===== src/rtl/gpio_bank_pkg.sv =====
package gpio_bank_pkg;
  localparam int ADDR_W = 6;
  localparam logic [ADDR_W-1:0] OFS_DATA   = 6'h00;
  localparam logic [ADDR_W-1:0] OFS_DIR    = 6'h04;
  localparam logic [ADDR_W-1:0] OFS_PULLUP = 6'h08;
  localparam logic [ADDR_W-1:0] OFS_PULLDN = 6'h0C;
  localparam logic [ADDR_W-1:0] OFS_SENSE  = 6'h10;
  localparam logic [ADDR_W-1:0] OFS_BOTH   = 6'h14;
  localparam logic [ADDR_W-1:0] OFS_POL    = 6'h18;
  localparam logic [ADDR_W-1:0] OFS_IE     = 6'h1C;
  localparam logic [ADDR_W-1:0] OFS_RAW    = 6'h20;
  localparam logic [ADDR_W-1:0] OFS_MASKED = 6'h24;
  localparam logic [ADDR_W-1:0] OFS_CLR    = 6'h28;
endpackage


===== src/rtl/gpio_bank_sync.sv =====
module gpio_bank_sync #(
  parameter int NPINS = 16
) (
  input  logic             clk_i,
  input  logic             rst_ni,
  input  logic [NPINS-1:0] pad_i,
  output logic [NPINS-1:0] cur_o,
  output logic [NPINS-1:0] prev_o
);
  logic [NPINS-1:0] meta_q, meta_d;
  logic [NPINS-1:0] cur_q, cur_d;
  logic [NPINS-1:0] prev_q, prev_d;

  always_comb begin
    meta_d = pad_i;
    cur_d  = meta_q;
    prev_d = cur_q;
  end

  always_ff @(posedge clk_i or negedge rst_ni) begin
    if (!rst_ni) begin
      meta_q <= '0;
      cur_q  <= '0;
      prev_q <= '0;
    end else begin
      meta_q <= meta_d;
      cur_q  <= cur_d;
      prev_q <= prev_d;
    end
  end

  assign cur_o  = cur_q;
  assign prev_o = prev_q;
endmodule


===== src/rtl/gpio_bank_sense.sv =====
module gpio_bank_sense #(
  parameter int NPINS = 16
) (
  input  logic             clk_i,
  input  logic             rst_ni,
  input  logic [NPINS-1:0] cur_i,
  input  logic [NPINS-1:0] prev_i,
  input  logic [NPINS-1:0] sense_i,
  input  logic [NPINS-1:0] both_i,
  input  logic [NPINS-1:0] pol_i,
  input  logic [NPINS-1:0] clr_i,
  output logic [NPINS-1:0] raw_o
);
  for (genvar g = 0; g < NPINS; g++) begin : g_pin
    logic rise, fall, evt, lvl;
    logic raw_q, raw_d;

    always_comb begin
      rise = cur_i[g] & ~prev_i[g];
      fall = ~cur_i[g] & prev_i[g];
      if (both_i[g]) evt = rise | fall;
      else           evt = pol_i[g] ? rise : fall;
      lvl = pol_i[g] ? cur_i[g] : ~cur_i[g];
      if (sense_i[g]) raw_d = lvl;
      else            raw_d = evt | (raw_q & ~clr_i[g]);
    end

    always_ff @(posedge clk_i or negedge rst_ni) begin
      if (!rst_ni) raw_q <= 1'b0;
      else         raw_q <= raw_d;
    end

    assign raw_o[g] = raw_q;

    AST_EDGE_CATCH: assert property (@(posedge clk_i) disable iff (!rst_ni)
      (!sense_i[g] && !both_i[g] && (pol_i[g] ? (cur_i[g] && !prev_i[g]) : (!cur_i[g] && prev_i[g])))
        |=> raw_o[g]);
    AST_BOTH_EDGES: assert property (@(posedge clk_i) disable iff (!rst_ni)
      (!sense_i[g] && both_i[g] && (cur_i[g] != prev_i[g])) |=> raw_o[g]);
    AST_LEVEL_TRACK: assert property (@(posedge clk_i) disable iff (!rst_ni)
      sense_i[g] |=> (raw_o[g] == ($past(pol_i[g]) ? $past(cur_i[g]) : !$past(cur_i[g]))));
    AST_CLEAR_TAKES: assert property (@(posedge clk_i) disable iff (!rst_ni)
      (!sense_i[g] && clr_i[g] && (cur_i[g] == prev_i[g])) |=> !raw_o[g]);
    AST_EVENT_BEATS_CLEAR: assert property (@(posedge clk_i) disable iff (!rst_ni)
      (!sense_i[g] && clr_i[g] && both_i[g] && (cur_i[g] != prev_i[g])) |=> raw_o[g]);
  end
endmodule


===== src/rtl/gpio_bank_regs.sv =====
module gpio_bank_regs
  import gpio_bank_pkg::*;
#(
  parameter int NPINS = 16
) (
  input  logic              clk_i,
  input  logic              rst_ni,
  input  logic              sel_i,
  input  logic              wr_i,
  input  logic [ADDR_W-1:0] addr_i,
  input  logic [NPINS-1:0]  wdata_i,
  input  logic [NPINS-1:0]  pin_i,
  input  logic [NPINS-1:0]  raw_i,
  output logic [NPINS-1:0]  rdata_o,
  output logic [NPINS-1:0]  out_o,
  output logic [NPINS-1:0]  dir_o,
  output logic [NPINS-1:0]  pu_o,
  output logic [NPINS-1:0]  pd_o,
  output logic [NPINS-1:0]  sense_o,
  output logic [NPINS-1:0]  both_o,
  output logic [NPINS-1:0]  pol_o,
  output logic [NPINS-1:0]  ie_o,
  output logic [NPINS-1:0]  clr_o
);
  logic wr_hit, rd_hit;
  logic en_out, en_dir, en_pu, en_pd, en_sense, en_both, en_pol, en_ie;
  logic [NPINS-1:0] out_q, dir_q, pu_q, pd_q, sense_q, both_q, pol_q, ie_q, rdata_q;
  logic [NPINS-1:0] out_d, dir_d, pu_d, pd_d, sense_d, both_d, pol_d, ie_d, rdata_d;
  logic [NPINS-1:0] rd_mux;

  always_comb begin
    wr_hit   = sel_i & wr_i;
    rd_hit   = sel_i & ~wr_i;
    en_out   = wr_hit && (addr_i == OFS_DATA);
    en_dir   = wr_hit && (addr_i == OFS_DIR);
    en_pu    = wr_hit && (addr_i == OFS_PULLUP);
    en_pd    = wr_hit && (addr_i == OFS_PULLDN);
    en_sense = wr_hit && (addr_i == OFS_SENSE);
    en_both  = wr_hit && (addr_i == OFS_BOTH);
    en_pol   = wr_hit && (addr_i == OFS_POL);
    en_ie    = wr_hit && (addr_i == OFS_IE);
    clr_o    = (wr_hit && (addr_i == OFS_CLR)) ? wdata_i : '0;

    out_d   = en_out   ? wdata_i : out_q;
    dir_d   = en_dir   ? wdata_i : dir_q;
    pu_d    = en_pu    ? wdata_i : pu_q;
    pd_d    = en_pd    ? wdata_i : pd_q;
    sense_d = en_sense ? wdata_i : sense_q;
    both_d  = en_both  ? wdata_i : both_q;
    pol_d   = en_pol   ? wdata_i : pol_q;
    ie_d    = en_ie    ? wdata_i : ie_q;

    case (addr_i)
      OFS_DATA:   rd_mux = (out_q & dir_q) | (pin_i & ~dir_q);
      OFS_DIR:    rd_mux = dir_q;
      OFS_PULLUP: rd_mux = pu_q;
      OFS_PULLDN: rd_mux = pd_q;
      OFS_SENSE:  rd_mux = sense_q;
      OFS_BOTH:   rd_mux = both_q;
      OFS_POL:    rd_mux = pol_q;
      OFS_IE:     rd_mux = ie_q;
      OFS_RAW:    rd_mux = raw_i;
      OFS_MASKED: rd_mux = raw_i & ie_q;
      default:    rd_mux = '0;
    endcase
    rdata_d = rd_hit ? rd_mux : rdata_q;
  end

  always_ff @(posedge clk_i or negedge rst_ni) begin
    if (!rst_ni) begin
      out_q   <= '0;
      dir_q   <= '0;
      pu_q    <= '1;
      pd_q    <= '0;
      sense_q <= '0;
      both_q  <= '0;
      pol_q   <= '0;
      ie_q    <= '0;
      rdata_q <= '0;
    end else begin
      out_q   <= out_d;
      dir_q   <= dir_d;
      pu_q    <= pu_d;
      pd_q    <= pd_d;
      sense_q <= sense_d;
      both_q  <= both_d;
      pol_q   <= pol_d;
      ie_q    <= ie_d;
      rdata_q <= rdata_d;
    end
  end

  assign rdata_o = rdata_q;
  assign out_o   = out_q;
  assign dir_o   = dir_q;
  assign pu_o    = pu_q;
  assign pd_o    = pd_q;
  assign sense_o = sense_q;
  assign both_o  = both_q;
  assign pol_o   = pol_q;
  assign ie_o    = ie_q;

  AST_MASKED_READ: assert property (@(posedge clk_i) disable iff (!rst_ni)
    (rd_hit && addr_i == OFS_MASKED) |=> ((rdata_o & ~$past(ie_q)) == '0));
  AST_CLEAR_READS_ZERO: assert property (@(posedge clk_i) disable iff (!rst_ni)
    (rd_hit && addr_i == OFS_CLR) |=> (rdata_o == '0));
endmodule


===== src/rtl/gpio_bank.sv =====
module gpio_bank
  import gpio_bank_pkg::*;
#(
  parameter int NPINS = 16
) (
  input  logic              clk_i,
  input  logic              rst_ni,
  input  logic              bus_sel_i,
  input  logic              bus_wr_i,
  input  logic [ADDR_W-1:0] bus_addr_i,
  input  logic [NPINS-1:0]  bus_wdata_i,
  output logic [NPINS-1:0]  bus_rdata_o,
  input  logic [NPINS-1:0]  pad_in_i,
  output logic [NPINS-1:0]  pad_oe_o,
  output logic [NPINS-1:0]  pad_out_o,
  output logic [NPINS-1:0]  pad_pu_en_o,
  output logic [NPINS-1:0]  pad_pd_en_o,
  output logic              irq_o
);
  logic rst_meta_q, rst_sync_q;
  logic [NPINS-1:0] cur, prev, raw, clr;
  logic [NPINS-1:0] out_r, dir_r, pu_r, pd_r, sense_r, both_r, pol_r, ie_r;

  always_ff @(posedge clk_i or negedge rst_ni) begin
    if (!rst_ni) begin
      rst_meta_q <= 1'b0;
      rst_sync_q <= 1'b0;
    end else begin
      rst_meta_q <= 1'b1;
      rst_sync_q <= rst_meta_q;
    end
  end

  gpio_bank_sync #(.NPINS(NPINS)) i_sync (
    .clk_i (clk_i), .rst_ni (rst_sync_q), .pad_i (pad_in_i),
    .cur_o (cur), .prev_o (prev)
  );

  gpio_bank_regs #(.NPINS(NPINS)) i_regs (
    .clk_i (clk_i), .rst_ni (rst_sync_q), .sel_i (bus_sel_i), .wr_i (bus_wr_i),
    .addr_i (bus_addr_i), .wdata_i (bus_wdata_i), .pin_i (cur), .raw_i (raw),
    .rdata_o (bus_rdata_o), .out_o (out_r), .dir_o (dir_r), .pu_o (pu_r),
    .pd_o (pd_r), .sense_o (sense_r), .both_o (both_r), .pol_o (pol_r),
    .ie_o (ie_r), .clr_o (clr)
  );

  gpio_bank_sense #(.NPINS(NPINS)) i_sense (
    .clk_i (clk_i), .rst_ni (rst_sync_q), .cur_i (cur), .prev_i (prev),
    .sense_i (sense_r), .both_i (both_r), .pol_i (pol_r), .clr_i (clr),
    .raw_o (raw)
  );

  assign pad_oe_o    = dir_r;
  assign pad_out_o   = out_r;
  assign pad_pu_en_o = ~pu_r;
  assign pad_pd_en_o = pd_r;
  assign irq_o       = |(raw & ie_r);

  AST_OE_LOAD: assert property (@(posedge clk_i) disable iff (!rst_sync_q)
    (bus_sel_i && bus_wr_i && bus_addr_i == OFS_DIR) |=> (pad_oe_o == $past(bus_wdata_i)));
  AST_PULLUP_LOW: assert property (@(posedge clk_i) disable iff (!rst_sync_q)
    (bus_sel_i && bus_wr_i && bus_addr_i == OFS_PULLUP) |=> (pad_pu_en_o == ~$past(bus_wdata_i)));
  AST_PULLDN_LOAD: assert property (@(posedge clk_i) disable iff (!rst_sync_q)
    (bus_sel_i && bus_wr_i && bus_addr_i == OFS_PULLDN) |=> (pad_pd_en_o == $past(bus_wdata_i)));
  AST_IRQ_QUIET: assert property (@(posedge clk_i) disable iff (!rst_sync_q)
    irq_o |-> (ie_r != '0));
endmodule


===== config.mk =====
export PLATFORM = sky130hd
export DESIGN_NAME = gpio_bank
export DESIGN_NICKNAME = d
export VERILOG_FILES = /design/src/rtl/gpio_bank_pkg.sv /design/src/rtl/gpio_bank_sync.sv /design/src/rtl/gpio_bank_sense.sv /design/src/rtl/gpio_bank_regs.sv /design/src/rtl/gpio_bank.sv
export SDC_FILE = /design/constraint.sdc
export NUM_CORES = 1
export LEC_CHECK = 0
export ABC_AREA = 1
export BUFFER_PORTS_ARGS = -buffer_cell sky130_fd_sc_hd__buf_2
export CAP_MARGIN = 20
export CORE_AREA = 5 5 114 196
export CTS_CLUSTER_SIZE = 40
export DETAILED_ROUTE_END_ITERATION = 10
export DIE_AREA = 0 0 119 201
export GPL_TIMING_DRIVEN = 0
export HOLD_SLACK_MARGIN = 0.1
export PLACE_DENSITY = 0.75
export SLEW_MARGIN = 20
export SYNTH_ARGS = -nofsm -noshare
export SYNTH_HDL_FRONTEND = slang
export SYNTH_SLANG_ARGS = --single-unit

===== constraint.sdc =====
create_clock -name clk_i -period 19.1 [get_ports clk_i]
set_clock_uncertainty 0.15 [all_clocks]
set_input_delay 1.91 -clock clk_i [delete_from_list [all_inputs] [get_ports clk_i]]
set_output_delay 1.91 -clock clk_i [all_outputs]
set_load 0.03 [all_outputs]

==> impl_results.md, run 1 <==
- Setup TNS: 0 ns
- Setup Viol. Count Final: 0
- Worst-path clk slew: 0.06 ns
- Final total power: 1.05 mW
- Utilization after layout: 56.9%
- Yosys cell types: 24
- Top post-synthesis cells by count: 322 x nand2_1, 194 x dfrtp_1, 138 x o21ai_1
- H-tree Lvls: 1
- Boundary Pins: 123
- Place WS: 15.26 ns
- Crit path DAT: 1.93 ns
- CTS tree: built
- Die height: 201 um
- Total CTS buffers: 21
- Setup slack after layout: 15.11 ns
- Starting density of the core: 48.7%
- RSZ-0062 raised after global routing: no
- Slew @ Worst Pin: 1.08 ns
- WL/cell: 21.2 um
- Crit path max fanout: 3
- DRT Wirelength: 35000 um
- Synth async-reset ratio: 100%
- Status: finished, final reports clean
- Fin crit period: ~4 ns
- Row Count: 70
- Critical Path End Type: output pin
- CP Class: flop to output pin
- Placed cell area: between 10000 and 15000 um2
- CTS sink count: 210
- Syn_nets: approximately 1300
- Slew margin rel.: 27.9%
- Number of post-CTS setup repair buffers: 0
- LEAKAGE: between 5 and 6 nW
- Post-synth top area share: 48.2%
- RePlAce Congestion: slightly below 1
- Number of max-cap violations: 0
- Post-CTS Resized: 0
- Post-DRT Antenna Nets: 0
- Die area: 23900 um2
- Worst min path class: flop to asynchronous set/reset pin
- Via total after detailed routing: just over 9000
- EDFF count, synth: 0
- Peak VDD IR: between 0.08 and 0.09 mV
- WP data required: about 17 ns
- Synthesized area: approximately 10000 um2
- Max Fclk: 0.251 GHz
- Initial drt markers: a little over 1000
- Grt total ovfl: 0
- Area delta synth->final: 16.7%
- Fin cells: about 1600
- Most frequent cell after synthesis: nand2_1
- Largest net degree at the start of global routing: 58
- Yosys warns: 0
- PortBufs: 122
- Top cells by area, synth: dfrtp_1 48%, nand2_1 12%, o21ai_1 6.9%
- Hold Slack: between 0.1 and 0.15 ns
- Max clock buf depth: 3
- Post-Synthesis Cells: around 1200
- Antenna cells: 0
- Residual DRC: 0
- Pwr dens: about 90 nW/um2
- Flops & latches, synth: 210
- Synth Area per Inst: 8.17 um2
- Dpl cells: 1611
- Vias in the first global route: 9294
- Die X: around 120 um
- Ys flop type: dfrtp_1
- Setup slack, reg-to-reg: 17.50 ns
- # fillers: 1948
- Via density: 5.63
- Core area: approximately 21000 um2
- Max-slew violations: 0
- Final hold vios: 0
- Seq/Total Area, Yosys: 52.4%
- Overall Global Routing Usage: 29.5%
- DP Wirelength: 25300 um
- Startpoint class of the critical path: flop
- Yosys top cell by area: dfrtp_1
- CTS Hold Bufs: 0
- Part of the cycle the worst path needs: 20.9%
- Final nets: between 1000 and 1500
- Root buf cell: clkbuf_16
- Share of layout cells above drive strength 1: about 15%
- First-pass GRT wire length: 53900 um
- Skew-Pair Late Insertion Delay: 0.51 ns
- Fin area: 11800 um2
- Antenna violations before repair: 0
- TritonRoute pass-1 iters: 6
-- power breakdown --
group          internal [mW]  total (mW)  switching, mW
Sequential             0.481       0.517         0.0356
Clock                  0.224       0.397          0.174
Combinational         0.0440       0.140         0.0964
-- worst paths after layout --
| path | startpoint | endpoint | cells past startpoint |
|---|---|---|---|
| max in group asynchronous | rst_ni | rst_sync_q | 1 |
| setup / recovery | i_sense.g_pin[7].raw_q | irq_o | 5 |
| setup reg to reg | i_regs.dir_o[3] | i_regs.rdata_o[3] | 8 |
| hold / removal | rst_sync_q | i_sync.prev_o[5] | 0 |
| hold reg to reg | rst_sync_q | i_sync.prev_o[5] | 0 |
| min in group clk_i | i_sync.cur_d[3] | i_sync.cur_o[3] | 0 |
-- worst max-delay path, cell delays in order (launching register included) --
cell and delay (ns):
dfrtp_1 0.42, nand2_1 0.07, inv_1 0.08, nor4_1 0.41, nand3_1 0.20, buf_2 0.23
-- routing by layer --
layer  vias up  wire [um]  track usage, %
met5         -          0               0
met4         0       2830            20.3
met3       137       2500            4.54
met2       448      17200            49.4
met1      4395      12500            34.3
li1       4301          -               -
-- cells by family after synthesis --
group | synth area share [%]
and+or+nand+nor | 24.0
DFF | 52.4
AOI/OAI and AO/OA | 10.6
buffers and inverters | 7.60
adders and majority gates | 3.97
xor gates and xnor gates | 1.39
other | 0.0372
-- cells in the final DEF (no fill, tap or decap), drive strengths merged --
cell,count
buf,158
nand3,118
a21oi,4
conb,1
dfrtp,194
nor2,96
clkbuf,62
inv,129
nor4,1
nand2,322
a211oi,1
xnor2,16
dfstp,16
nand4,39
a31oi,16
clkinv,4
o21ai,188
ha,32
-- cell type report --
cell class | instances | area [um2] | share of cell area [%]
clock inverter | 4 | 23.8 | 0.202
inverter | 129 | 485 | 4.13
tap | 252 | 315 | 2.68
buffer | 60 | 280 | 2.38
timing repair buffer | 126 | 713 | 6.07
multi-input combinational | 834 | 4040 | 34.3
clock buffer | 34 | 624 | 5.31
sequential | 210 | 5280 | 44.9
Note: power is estimated with default switching activity, not from simulation.
==> run 2: changes to the inputs <==
--- a/config.mk
+++ b/config.mk
@@ -5,16 +5,16 @@
 export SDC_FILE = /design/constraint.sdc
 export NUM_CORES = 1
 export LEC_CHECK = 0
-export ABC_AREA = 1
+export ABC_AREA = 0
 export BUFFER_PORTS_ARGS = -buffer_cell sky130_fd_sc_hd__buf_2
 export CAP_MARGIN = 20
-export CORE_AREA = 5 5 114 196
+export CORE_AREA = 5 5 114 197
 export CTS_CLUSTER_SIZE = 40
 export DETAILED_ROUTE_END_ITERATION = 10
-export DIE_AREA = 0 0 119 201
+export DIE_AREA = 0 0 119 202
 export GPL_TIMING_DRIVEN = 0
 export HOLD_SLACK_MARGIN = 0.1
-export PLACE_DENSITY = 0.75
+export PLACE_DENSITY = 0.78
 export SLEW_MARGIN = 20
 export SYNTH_ARGS = -nofsm -noshare
 export SYNTH_HDL_FRONTEND = slang
==> constraint.sdc (replaced) <==
create_clock -name clk_i -period 3.5 [get_ports clk_i]
set_clock_uncertainty 0.15 [all_clocks]
set_input_delay 0.35 -clock clk_i [delete_from_list [all_inputs] [get_ports clk_i]]
set_output_delay 0.35 -clock clk_i [all_outputs]
set_load 0.03 [all_outputs]
==> run 2 against run 1 <==
Compared with the run above:
- sequential power grew to 5.5 times the previous value
- total power grew to 5.6 times the previous value
- clock-buffer cell count down 4
- combinational power rose to 5.9 times the previous value
- register-to-register slack got worse by 16 ns
- first-iteration DRC count fell by 22%
- critical endpoint is now i_regs.pu_o[5]
- largest cell class unchanged
==> impl_results.md, run 2 <==
- DRT Wirelength: 31400 um
- Flops & latches, synth: 210
- Hold Slack: 0.191 ns
- Startpoint class of the critical path: input pin
- Number of post-CTS setup repair buffers: 0
- R2R cell count: 4
- PortBufs: 119
- Most frequent cell after synthesis: dfrtp_1
- Max-slew violations: 0
- CTS Hold Bufs: 34
- Critical Path End Type: flop
- Most common cell after layout, fill and taps aside: dfrtp_1
- CP cell instances: buf_2, buf_6, nor4b_4, nand2_1, nor2_1, buf_2, mux2_2
- Slew margin rel.: a little under a third
- Die height: between 200 and 250 um
- Starting density of the core: 49.1%
- Row Count: 70
- First-pass GRT wire length: 48400 um
- Ys flop type: dfrtp_1
- EDFF count, synth: 0
- WL met2: 15700 um
- CTS sink count: 210
- Max Fclk: 0.396 GHz
- Top cells by area, synth: dfrtp_1 48%, mux2_2 13%, mux2i_1 5.1%
- Met1 WL: 11200 um
- Crit path max fanout: 10
- Antenna violations before repair: 0
- Skew-Pair Late Insertion Delay: 0.51 ns
- Seq/Total Area, Yosys: between 50% and 60%
- Final hold vios: 0
- Top post-synthesis cells by count: 194 x dfrtp_1, 120 x mux2_2, 54 x inv_1
- Synth Area per Inst: 12.3 um2
- Total CTS buffers: 21
- Post-Synthesis Cells: 824
- Pwr dens: 481 nW/um2
- Root buf cell: clkbuf_16
- Yosys warns: 0
- DP Wirelength: 21900 um
- R2r startpoint: i_regs.dir_o[14]
- Setup slack, reg-to-reg: 1.71 ns
- Crit Reg-Reg Endpoint: i_regs.rdata_o[14]
- Part of the cycle the worst path needs: 72.2%
- RSZ-0062 raised after global routing: no
- Crit-path slowest cell: nor2_1
- CP Class: input pin to flop
- Antenna cells: 0
- Syn_nets: 898
- Final total power: 5.86 mW
- Status: finished, final reports clean
- Worst min path class: flop to asynchronous set/reset pin
- Core area: 20700 um2
- TritonRoute pass-1 iters: 5
- Slew @ Worst Pin: 1.03 ns
- Boundary Pins: 123
- Worst-path clk slew: roughly 0.07 ns
- WL/cell: 24.7 um
- Wire length on met3: 2310 um
- Utilization after layout: roughly three fifths
- Area delta synth->final: 19.8%
- Critical path's most frequent cell: buf_2
- Most frequent cells in the layout: 193 x dfrtp_1, 128 x buf_2, 120 x mux2_2
- Yosys cell types: 65
- Synthesized area: 10200 um2
- Via total after detailed routing: 7974
- CTS tree: built
- Peak VDD IR: about 0.44 mV
- H-tree Lvls: 1
- Fin crit period: 2.53 ns
- Vias in the first global route: 8265
- Yosys top cell by area: dfrtp_1
- Number of max-cap violations: 0
- Post-synth top area share: 47.8%
- LEAKAGE: 5.67 nW
- Final nets: 1078
- Setup TNS: 0 ns
- Overall Global Routing Usage: 26.0%
- Residual DRC: 0
- Synth async-reset ratio: 100%
- Max clock buf depth: 3
- Fin cells: ~1300
- RePlAce Congestion: 1.02
- Post-DRT Antenna Nets: 0
- Post-CTS Resized: 0
- Crit path DAT: 2.81 ns
- Initial drt markers: 810
- WP data required: 3.79 ns
- Die area: between 20000 and 25000 um2
- Die X: 119 um
- Grt total ovfl: 0
- Share of layout cells above drive strength 1: 33.0%
- Top Metal Used: met4
- Setup Viol. Count Final: 0
- Critical Path Max Stage Delay: 0.80 ns
- Largest net degree at the start of global routing: 60
- Via density: around 6.3
- Dpl cells: 1199
[run 2: cell types whose count changed after synthesis, sizes merged, moves of 16 or more]
cell    delta
nand4     -38
mux2i     +52
nor3      +19
inv       -74
nor2      -83
a21oi     +32
xnor2     -16
xor2      +16
a211oi    +18
o21ai    -165
nand3     -94
nand2    -301
mux2     +126
[run 2: per-layer routing]
metal,global-route usage (%),vias to the layer above
li1,-,3395
met4,17.0,0
met2,44.0,441
met3,4.26,147
met1,30.2,3991
met5,0,-
[run 2: critical path, delay by kind of cell]
kind          cells  cell delay, ns
buf+inv           3            0.77
mux               1            0.39
simple gates      3            1.31
[run 2: how the worst max path moves through the flow]
stage,start,end
finish,bus_addr_i[1],i_regs.pu_o[5]
global route,bus_addr_i[1],i_regs.pu_o[5]
global placement,rst_sync_q,i_sync.cur_o[11]
floorplan,rst_sync_q,i_regs.both_o[0]
CTS,bus_addr_i[1],i_regs.pu_o[5]
detailed placement,bus_addr_i[1],i_regs.pu_o[5]
[run 2: through the flow]
stage	setup slack, ns	instance area, um2
6_report	0.973	12200
5_1_grt	0.898	12200
4_1_cts	0.968	12200
3_5_place_dp	0.464	11200
3_3_place_gp	0.476	11100
2_1_floorplan	1.22	10200
[run 2: logic make-up (layout without fill, tap and decap cells)]
| group | after synthesis | after routing | synth area share (%) |
|---|---|---|---|
| flops | 210 | 210 | 51.9 |
| mux | 178 | 178 | 19.3 |
| compound gates | 156 | 156 | 10.6 |
| simple gates | 136 | 136 | 8.29 |
| buf+inv | 95 | 289 | 4.47 |
| fa+ha+maj | 32 | 32 | 3.94 |
| xor+xnor | 16 | 16 | 1.38 |
| other cells | 1 | 1 | 0.0369 |
[run 2: power by group]
part	internal, mW	leakage [nW]	total, mW	switching, mW
registers	2.63	2.63	2.85	0.216
logic	0.339	2.71	0.832	0.494
clock network	1.24	0.325	2.18	0.935
total	4.21	5.67	5.86	1.64
[run 2: area by class of cell]
cell class | count | area, um2
Fill cell | 1696 | 8500
Clock buffer | 30 | 589
Timing Repair Buffer | 157 | 1020
Sequential cell | 210 | 5280
Tap cell | 252 | 315
Multi-Input combinational cell | 519 | 4450
Inverter | 54 | 203
Clock inverter | 7 | 60.1
Buffer | 41 | 251
